## config.mk

```make
export PLATFORM = sky130hd
export DESIGN_NAME = fcmd_decoder
export DESIGN_NICKNAME = d
export VERILOG_FILES = /design/src/rtl/fcmd_pkg.sv /design/src/rtl/fcmd_deframer.sv /design/src/rtl/fcmd_decode.sv /design/src/rtl/fcmd_status_tx.sv /design/src/rtl/fcmd_decoder.sv
export SDC_FILE = /design/constraint.sdc
export NUM_CORES = 1
export LEC_CHECK = 0
export CAP_MARGIN = 20
export CORE_MARGIN = 3
export CORE_UTILIZATION = 50
export CTS_CLUSTER_SIZE = 8
export DETAILED_ROUTE_END_ITERATION = 10
export GPL_ROUTABILITY_DRIVEN = 1
export PLACE_DENSITY = 0.84
export SKIP_CTS_REPAIR_TIMING = 1
export SLEW_MARGIN = 20
export SYNTH_ARGS = -nofsm -noshare
export SYNTH_HDL_FRONTEND = slang
export SYNTH_SLANG_ARGS = --single-unit
```

## constraint.sdc

```tcl
create_clock -name i_sclk -period 2.95 [get_ports i_sclk]
set_input_delay 0.295 -clock i_sclk [delete_from_list [all_inputs] [get_ports i_sclk]]
set_output_delay 0.295 -clock i_sclk [all_outputs]
set_load 0.01 [all_outputs]
```

## src/rtl/fcmd_pkg.sv

```systemverilog
package fcmd_pkg;
    localparam int WORD_W  = 16;
    localparam int HDR_W   = 8;
    localparam int STAT_W  = 8;
    localparam int CNT_W   = $clog2(WORD_W + 1);
    localparam int ID_W    = 4;
    localparam int CODE_W  = 4;
    localparam int CH_W    = 2;

    // bit positions inside the full word (behaviour depends on them)
    localparam int P_RW    = 15;
    localparam int P_BANK  = 14;
    localparam int P_CH    = 12;
    localparam int P_ID    = 8;
    localparam int P_CODE  = 4;
    localparam int P_OFF   = 3;
    localparam int P_ALL   = 2;
    localparam int P_INIT  = 0;

    // slot where the header byte is complete
    localparam int HDR_CNT = HDR_W;

    typedef enum logic [2:0] {
        OP_NONE,
        OP_INIT,
        OP_ALL,
        OP_ONE,
        OP_OFF
    } op_e;

    typedef struct packed {
        logic [CNT_W-1:0]  cnt;
        logic [WORD_W-1:0] sh;
        logic              done;
    } rx_t;

    typedef struct packed {
        logic              act;
        logic [STAT_W-1:0] dat;
    } tx_t;
endpackage

```

## src/rtl/fcmd_deframer.sv

```systemverilog
module fcmd_deframer
    import fcmd_pkg::*;
(
    input  logic              sclk,
    input  logic              rst_n,
    input  logic              fs,
    input  logic              sdi,
    output logic [CNT_W-1:0]  cnt,
    output logic [WORD_W-1:0] word,
    output logic              done
);
    rx_t rx_q, rx_d;

    always_comb begin
        rx_d      = rx_q;
        rx_d.done = 1'b0;
        if (fs) begin
            rx_d.cnt = '0;
        end else if (rx_q.cnt < CNT_W'(WORD_W)) begin
            rx_d.sh   = {rx_q.sh[WORD_W-2:0], sdi};
            rx_d.cnt  = rx_q.cnt + CNT_W'(1);
            rx_d.done = (rx_q.cnt == CNT_W'(WORD_W - 1));
        end
    end

    always_ff @(negedge sclk or negedge rst_n) begin
        if (!rst_n) begin
            rx_q <= '{cnt: CNT_W'(WORD_W), sh: '0, done: 1'b0};
        end else begin
            rx_q <= rx_d;
        end
    end

    assign cnt  = rx_q.cnt;
    assign word = rx_q.sh;
    assign done = rx_q.done;

    assert_sync_restart_R1: assert property (@(negedge sclk) disable iff (!rst_n)
        fs |=> (rx_q.cnt == '0));
    assert_done_full_word_R1: assert property (@(negedge sclk) disable iff (!rst_n)
        rx_q.done |-> ($past(rx_q.cnt) == CNT_W'(WORD_W - 1) && !$past(fs)));
    assert_done_single_R8: assert property (@(negedge sclk) disable iff (!rst_n)
        rx_q.done |=> !rx_q.done);
    assert_idle_frozen_R10: assert property (@(negedge sclk) disable iff (!rst_n)
        (rx_q.cnt == CNT_W'(WORD_W) && !fs) |=> (rx_q.cnt == CNT_W'(WORD_W) && $stable(rx_q.sh)));
endmodule

```

## src/rtl/fcmd_decode.sv

```systemverilog
module fcmd_decode
    import fcmd_pkg::*;
#(
    parameter logic [ID_W-1:0] DEV_ID = 4'hF
) (
    input  logic              sclk,
    input  logic              rst_n,
    input  logic [WORD_W-1:0] word,
    input  logic              done,
    input  logic              bank,
    output logic              init_stb,
    output logic              prog_stb,
    output logic              prog_all,
    output logic              dis_stb,
    output logic [CH_W-1:0]   chan,
    output logic [CODE_W-1:0] code
);
    logic id_ok, bank_ok, is_wr;
    op_e  op;

    assign id_ok   = (word[P_ID +: ID_W] == DEV_ID);
    assign bank_ok = (word[P_BANK] == bank);
    assign is_wr   = !word[P_RW];

    always_comb begin
        op = OP_NONE;
        if (done && id_ok && is_wr) begin
            if (word[P_INIT])                op = OP_INIT;
            else if (word[P_OFF])            op = bank_ok ? OP_OFF : OP_NONE;
            else if (word[P_ALL])            op = OP_ALL;
            else                             op = bank_ok ? OP_ONE : OP_NONE;
        end
    end

    always_comb begin
        init_stb = (op == OP_INIT);
        prog_stb = (op == OP_ALL) || (op == OP_ONE);
        prog_all = (op == OP_ALL);
        dis_stb  = (op == OP_OFF);
        chan     = (op == OP_NONE) ? '0 : word[P_CH +: CH_W];
        code     = (op == OP_NONE) ? '0 : word[P_CODE +: CODE_W];
    end

    assert_one_action_R4: assert property (@(negedge sclk) disable iff (!rst_n)
        $onehot0({init_stb, prog_stb, dis_stb}));
    assert_strobe_needs_id_R2: assert property (@(negedge sclk) disable iff (!rst_n)
        (init_stb || prog_stb || dis_stb) |-> (done && word[P_ID +: ID_W] == DEV_ID));
    assert_chan_cmd_bank_R3: assert property (@(negedge sclk) disable iff (!rst_n)
        (dis_stb || (prog_stb && !prog_all)) |-> (word[P_BANK] == bank));
endmodule

```

## src/rtl/fcmd_status_tx.sv

```systemverilog
module fcmd_status_tx
    import fcmd_pkg::*;
#(
    parameter int              NCH    = 4,
    parameter logic [ID_W-1:0] DEV_ID = 4'hF
) (
    input  logic                  sclk,
    input  logic                  rst_n,
    input  logic [CNT_W-1:0]      cnt,
    input  logic [WORD_W-1:0]     word,
    input  logic                  bank,
    input  logic [NCH*STAT_W-1:0] status,
    output logic                  sdo,
    output logic                  sdo_oe
);
    tx_t tx_q, tx_d;

    logic [HDR_W-1:0]  hdr;
    logic [CH_W-1:0]   hdr_ch;
    logic              rd_hit;
    logic              in_slot;
    logic [STAT_W-1:0] sel_byte;

    // while cnt equals HDR_CNT the low byte of the shifter is the header
    assign hdr      = word[HDR_W-1:0];
    assign hdr_ch   = hdr[P_CH-HDR_W +: CH_W];
    assign rd_hit   = hdr[P_RW-HDR_W] && (hdr[P_BANK-HDR_W] == bank)
                      && (hdr[P_ID-HDR_W +: ID_W] == DEV_ID);
    assign sel_byte = status[int'(hdr_ch)*STAT_W +: STAT_W];
    assign in_slot  = (cnt >= CNT_W'(HDR_CNT)) && (cnt < CNT_W'(WORD_W));

    always_comb begin
        tx_d = tx_q;
        if (!in_slot) begin
            tx_d.act = 1'b0;
        end else if (cnt == CNT_W'(HDR_CNT)) begin
            tx_d.act = rd_hit;
            tx_d.dat = sel_byte;
        end else begin
            tx_d.dat = {tx_q.dat[STAT_W-2:0], 1'b0};
        end
    end

    always_ff @(posedge sclk or negedge rst_n) begin
        if (!rst_n) begin
            tx_q <= '{act: 1'b0, dat: '0};
        end else begin
            tx_q <= tx_d;
        end
    end

    assign sdo_oe = tx_q.act;
    assign sdo    = tx_q.act & tx_q.dat[STAT_W-1];

    assert_read_start_R9: assert property (@(posedge sclk) disable iff (!rst_n)
        $rose(tx_q.act) |-> ($past(cnt) == CNT_W'(HDR_CNT)));
    assert_read_end_R9: assert property (@(posedge sclk) disable iff (!rst_n)
        $fell(tx_q.act) |-> ($past(cnt) == CNT_W'(WORD_W) || $past(cnt) < CNT_W'(HDR_CNT)));
    assert_quiet_when_idle_R10: assert property (@(posedge sclk) disable iff (!rst_n)
        (cnt == CNT_W'(WORD_W)) |=> !tx_q.act);
endmodule

```

## src/rtl/fcmd_decoder.sv

```systemverilog
module fcmd_decoder
    import fcmd_pkg::*;
#(
    parameter int              NCH    = 4,
    parameter logic [ID_W-1:0] DEV_ID = 4'hF
) (
    input  logic                  i_sclk,
    input  logic                  i_rst_n,
    input  logic                  i_fs,
    input  logic                  i_sdi,
    input  logic                  i_bank,
    input  logic [NCH*STAT_W-1:0] i_status,
    output logic                  o_sdo,
    output logic                  o_sdo_oe,
    output logic                  o_init_stb,
    output logic                  o_prog_stb,
    output logic                  o_prog_all,
    output logic                  o_dis_stb,
    output logic [CH_W-1:0]       o_chan,
    output logic [CODE_W-1:0]     o_code
);
    logic [CNT_W-1:0]  cnt;
    logic [WORD_W-1:0] word;
    logic              done;

    fcmd_deframer u_rx (
        .sclk  (i_sclk),
        .rst_n (i_rst_n),
        .fs    (i_fs),
        .sdi   (i_sdi),
        .cnt   (cnt),
        .word  (word),
        .done  (done)
    );

    fcmd_decode #(.DEV_ID(DEV_ID)) u_dec (
        .sclk     (i_sclk),
        .rst_n    (i_rst_n),
        .word     (word),
        .done     (done),
        .bank     (i_bank),
        .init_stb (o_init_stb),
        .prog_stb (o_prog_stb),
        .prog_all (o_prog_all),
        .dis_stb  (o_dis_stb),
        .chan     (o_chan),
        .code     (o_code)
    );

    fcmd_status_tx #(.NCH(NCH), .DEV_ID(DEV_ID)) u_tx (
        .sclk   (i_sclk),
        .rst_n  (i_rst_n),
        .cnt    (cnt),
        .word   (word),
        .bank   (i_bank),
        .status (i_status),
        .sdo    (o_sdo),
        .sdo_oe (o_sdo_oe)
    );

    assert_read_no_strobe_R9: assert property (@(negedge i_sclk) disable iff (!i_rst_n)
        (done && word[P_RW]) |-> !(o_init_stb || o_prog_stb || o_dis_stb));
endmodule

```

==> impl_metrics.tcl <==
set metrics [dict create \
    status "finished, violations left" \
    violations "negative setup slack" \
    fp-row-count 20 \
    clk_latency_ps 380 \
    multi_input_area_um2 883 \
    syn_area_um2 1660 \
    antenna_found_initial 0 \
    syn_area_per_cell_um2 11.3 \
    endpoint_kind "output port" \
    clock_path_buffers 2 \
    cts_buffers 5 \
    path_class "register to output port" \
    clk_pin_slew_ps 90 \
    start_kind "register" \
    grt_pass1_wl_mm 6.66 \
    routedWlPerCell_um 16.7 \
    coreArea_um2 3100 \
    grt_pass1_vias 1408 \
    synth-main-ff-cell "dfrtn_1" \
    area_growth_pct 46.1 \
    utilization_pct 77.9 \
    initial_utilization_pct 53.3 \
    reg2reg_depth 4 \
    vias 1353 \
    root_buffer "clkbuf_4" \
    cts_tree "yes" \
    finClkSkew_ps 60.8 \
    drt_iter0_drc 42 \
    dieArea_um2 4040 \
    antenna_cells 0 \
    grt.total_usage_pct 21.9 \
    place.gp.congestion 0.803 \
    die_y_um 63.5 \
    final_cells 258 \
    layout_common_cells "clkdlybuf4s50_1 (38), dfrtn_1 (21), buf_4 (18)" \
    intPower_w 0.000948 \
    yosysTopAreaCell "dfrtn_1" \
    dp.cells 249 \
    dpl.hpwl_mm 3.19 \
    fillCellCount 218 \
    power.density_nw_per_um2 574 \
    yosysWarnings 0 \
    synthArstFlopShare_pct 100 \
    h-tree-depth 2 \
    vias_per_cell 5.24 \
    seq_area_um2 777 \
    cellLeakagePower_nw 1.04 \
    worst_slew_pin_slew_ps 391 \
    drt_first_pass_iters 4 \
    path_delay_family "flip-flops" \
    clock_sinks 31 \
    grt_start_max_net_pins 20 \
    syn_nets 185 \
    synth_edf_count 0 \
    ys_seq_area_share_pct 46.9 \
    crit_fanout 5 \
    cp_slowest_cell "dfrtn_1" \
    grt-ovfl-total 0 \
    path_depth 6 \
    slowest_delay_ps 460 \
    min_path_type "input pin to async pin" \
    cp_common_cell "buf_6" \
    power_frac_comb_pct 37.2 \
    drive_above_1_share_pct 38.3 \
    whs_ps 329 \
    maxSlewViolCount 0 \
    portBuffers 48 \
    yosys-top-cells-area "dfrtn_1 (32%), dfrtp_1 (14%), mux2_2 (10%)" \
    swShare_pct 31.8 \
    p_clk_share_pct 16.9 \
    routed_wl_mm 4.31 \
    timing.critical_path.buf_inv 3 \
    drc_errors 0 \
    crit_chain "nand2b_1, a311oi_2, buf_4, buf_6, and2_4, buf_6" \
    required_ps 2650 \
    yosys.area.top_type_share_pct 31.7 \
    critPathCapture "o_code[3]" \
    ff2ff_setup_slack_ps 0 \
    slew_headroom_pct 73.9 \
    fp.dieW_um 63.5 \
    yosys.cell_types.count 32 \
    crit_start "u_rx.word[2]" \
    nNetsFinal 252 \
    rsz0062_at_grt "true" \
    postRouteAntennaNets 0 \
    reg2reg_from "u_rx.word[4]" \
    setup_ws_ps -492 \
    setup_viol 11 \
    hold_viol_final 0 \
    p_seq_share_pct 45.9 \
    p_switching_w 0.000441 \
    crit_arrival_ps 3150 \
    io_pins 49 \
    reg2reg_to "u_tx.tx_q[1]" \
    power_w 0.00139 \
    fin_tns_setup_ps -3860 \
    irDropWorstVdd_mv 0.468 \
    layout_commonest_cell "clkdlybuf4s50_1" \
    maxCapViolCount 0 \
    syn_inst 146 \
    ys_seq_elements 31 \
]
[cell type report]
type                            instances  area share (%)
Clock inverter                          2           0.310
Inverter                                3           0.466
Multi-Input combinational cell        102            36.5
Sequential cell                        31            32.1
Tap cell                               44            2.28
Clock buffer                            7            1.86
Timing Repair Buffer                   69            26.4
[state kept, by name, indices dropped and copies added (netlist names)]
signal and count:
u_rx.done 1, u_rx.word 16, u_tx.tx_q 8, u_tx.sdo_oe 1, u_rx.cnt 5
[cell usage after synthesis, types with 2 or more instances]
library cell / count
xnor2_1: 3
a21oi_1: 15
nand2b_1: 3
inv_1: 4
buf_6: 2
and2_1: 6
mux2_2: 15
dfrtn_1: 21
nor2_1: 14
nor3_1: 3
nand2_1: 14
buf_2: 6
mux4_2: 7
ha_1: 2
dfrtp_1: 9
nand4b_1: 2
xor2_1: 3
nor2b_1: 3
[metal layers]
layer	GRT usage (%)	part of all wire, %	vias up
met4	6.47	0.98	0
li1	-	-	639
met1	22.6	38	658
met5	0	0	-
met3	8.56	7.7	6
met2	40.3	53	50
[worst register-to-register path: stages (launching register included)]
cell     delay (ps)
dfrtn_1         490
buf_6           190
mux4_2          520
nand2_1         100
a21oi_2          60
[through the flow]
stage	area, um^2	worst slack [ps]
final	2420	-492
after detailed placement	2300	-574
after global placement	2300	-472
after global routing	2420	-574
after floorplan	1660	83.5
after CTS	2350	-946
[cells by family after synthesis]
kind of cell / after synthesis / synth area share, %
AND/OR/NAND/NOR: 52 / 15.9
multiplexers: 24 / 21.9
adder cells (fa/ha/maj): 2 / 1.51
XOR/XNOR: 6 / 3.18
AO/OA/AOI/OAI: 18 / 6.12
buffers and inverters: 13 / 4.38
flip-flops: 31 / 46.9
[power groups by stage]
stage / clock network (W) / logic (W) / registers, W
after detailed placement: 0.00000424 / 0.000474 / 0.000640
after floorplan: 0.00000424 / 0.000286 / 0.000628
final: 0.000235 / 0.000516 / 0.000637
after global routing: 0.000270 / 0.000558 / 0.000651
after global placement: 0.00000424 / 0.000454 / 0.000631
after CTS: 0.000246 / 0.000475 / 0.000633
[worst min-delay path by stage]
| stage | to | depth (start not counted) | slack [ps] | from |
|---|---|---|---|---|
| floorplan | u_tx.sdo_oe | 0 | -0.6 | i_rst_n |
| global placement | u_rx.word[15] | 1 | 440 | u_rx.word[15] |
| detailed placement | u_rx.word[15] | 1 | 460 | u_rx.word[15] |
| CTS | u_tx.tx_q[2] | 2 | 320 | i_rst_n |
| global route | u_tx.tx_q[2] | 2 | 330 | i_rst_n |
| finish | u_tx.tx_q[2] | 2 | 330 | i_rst_n |
No activity file was read; power rests on OpenSTA's default activity.
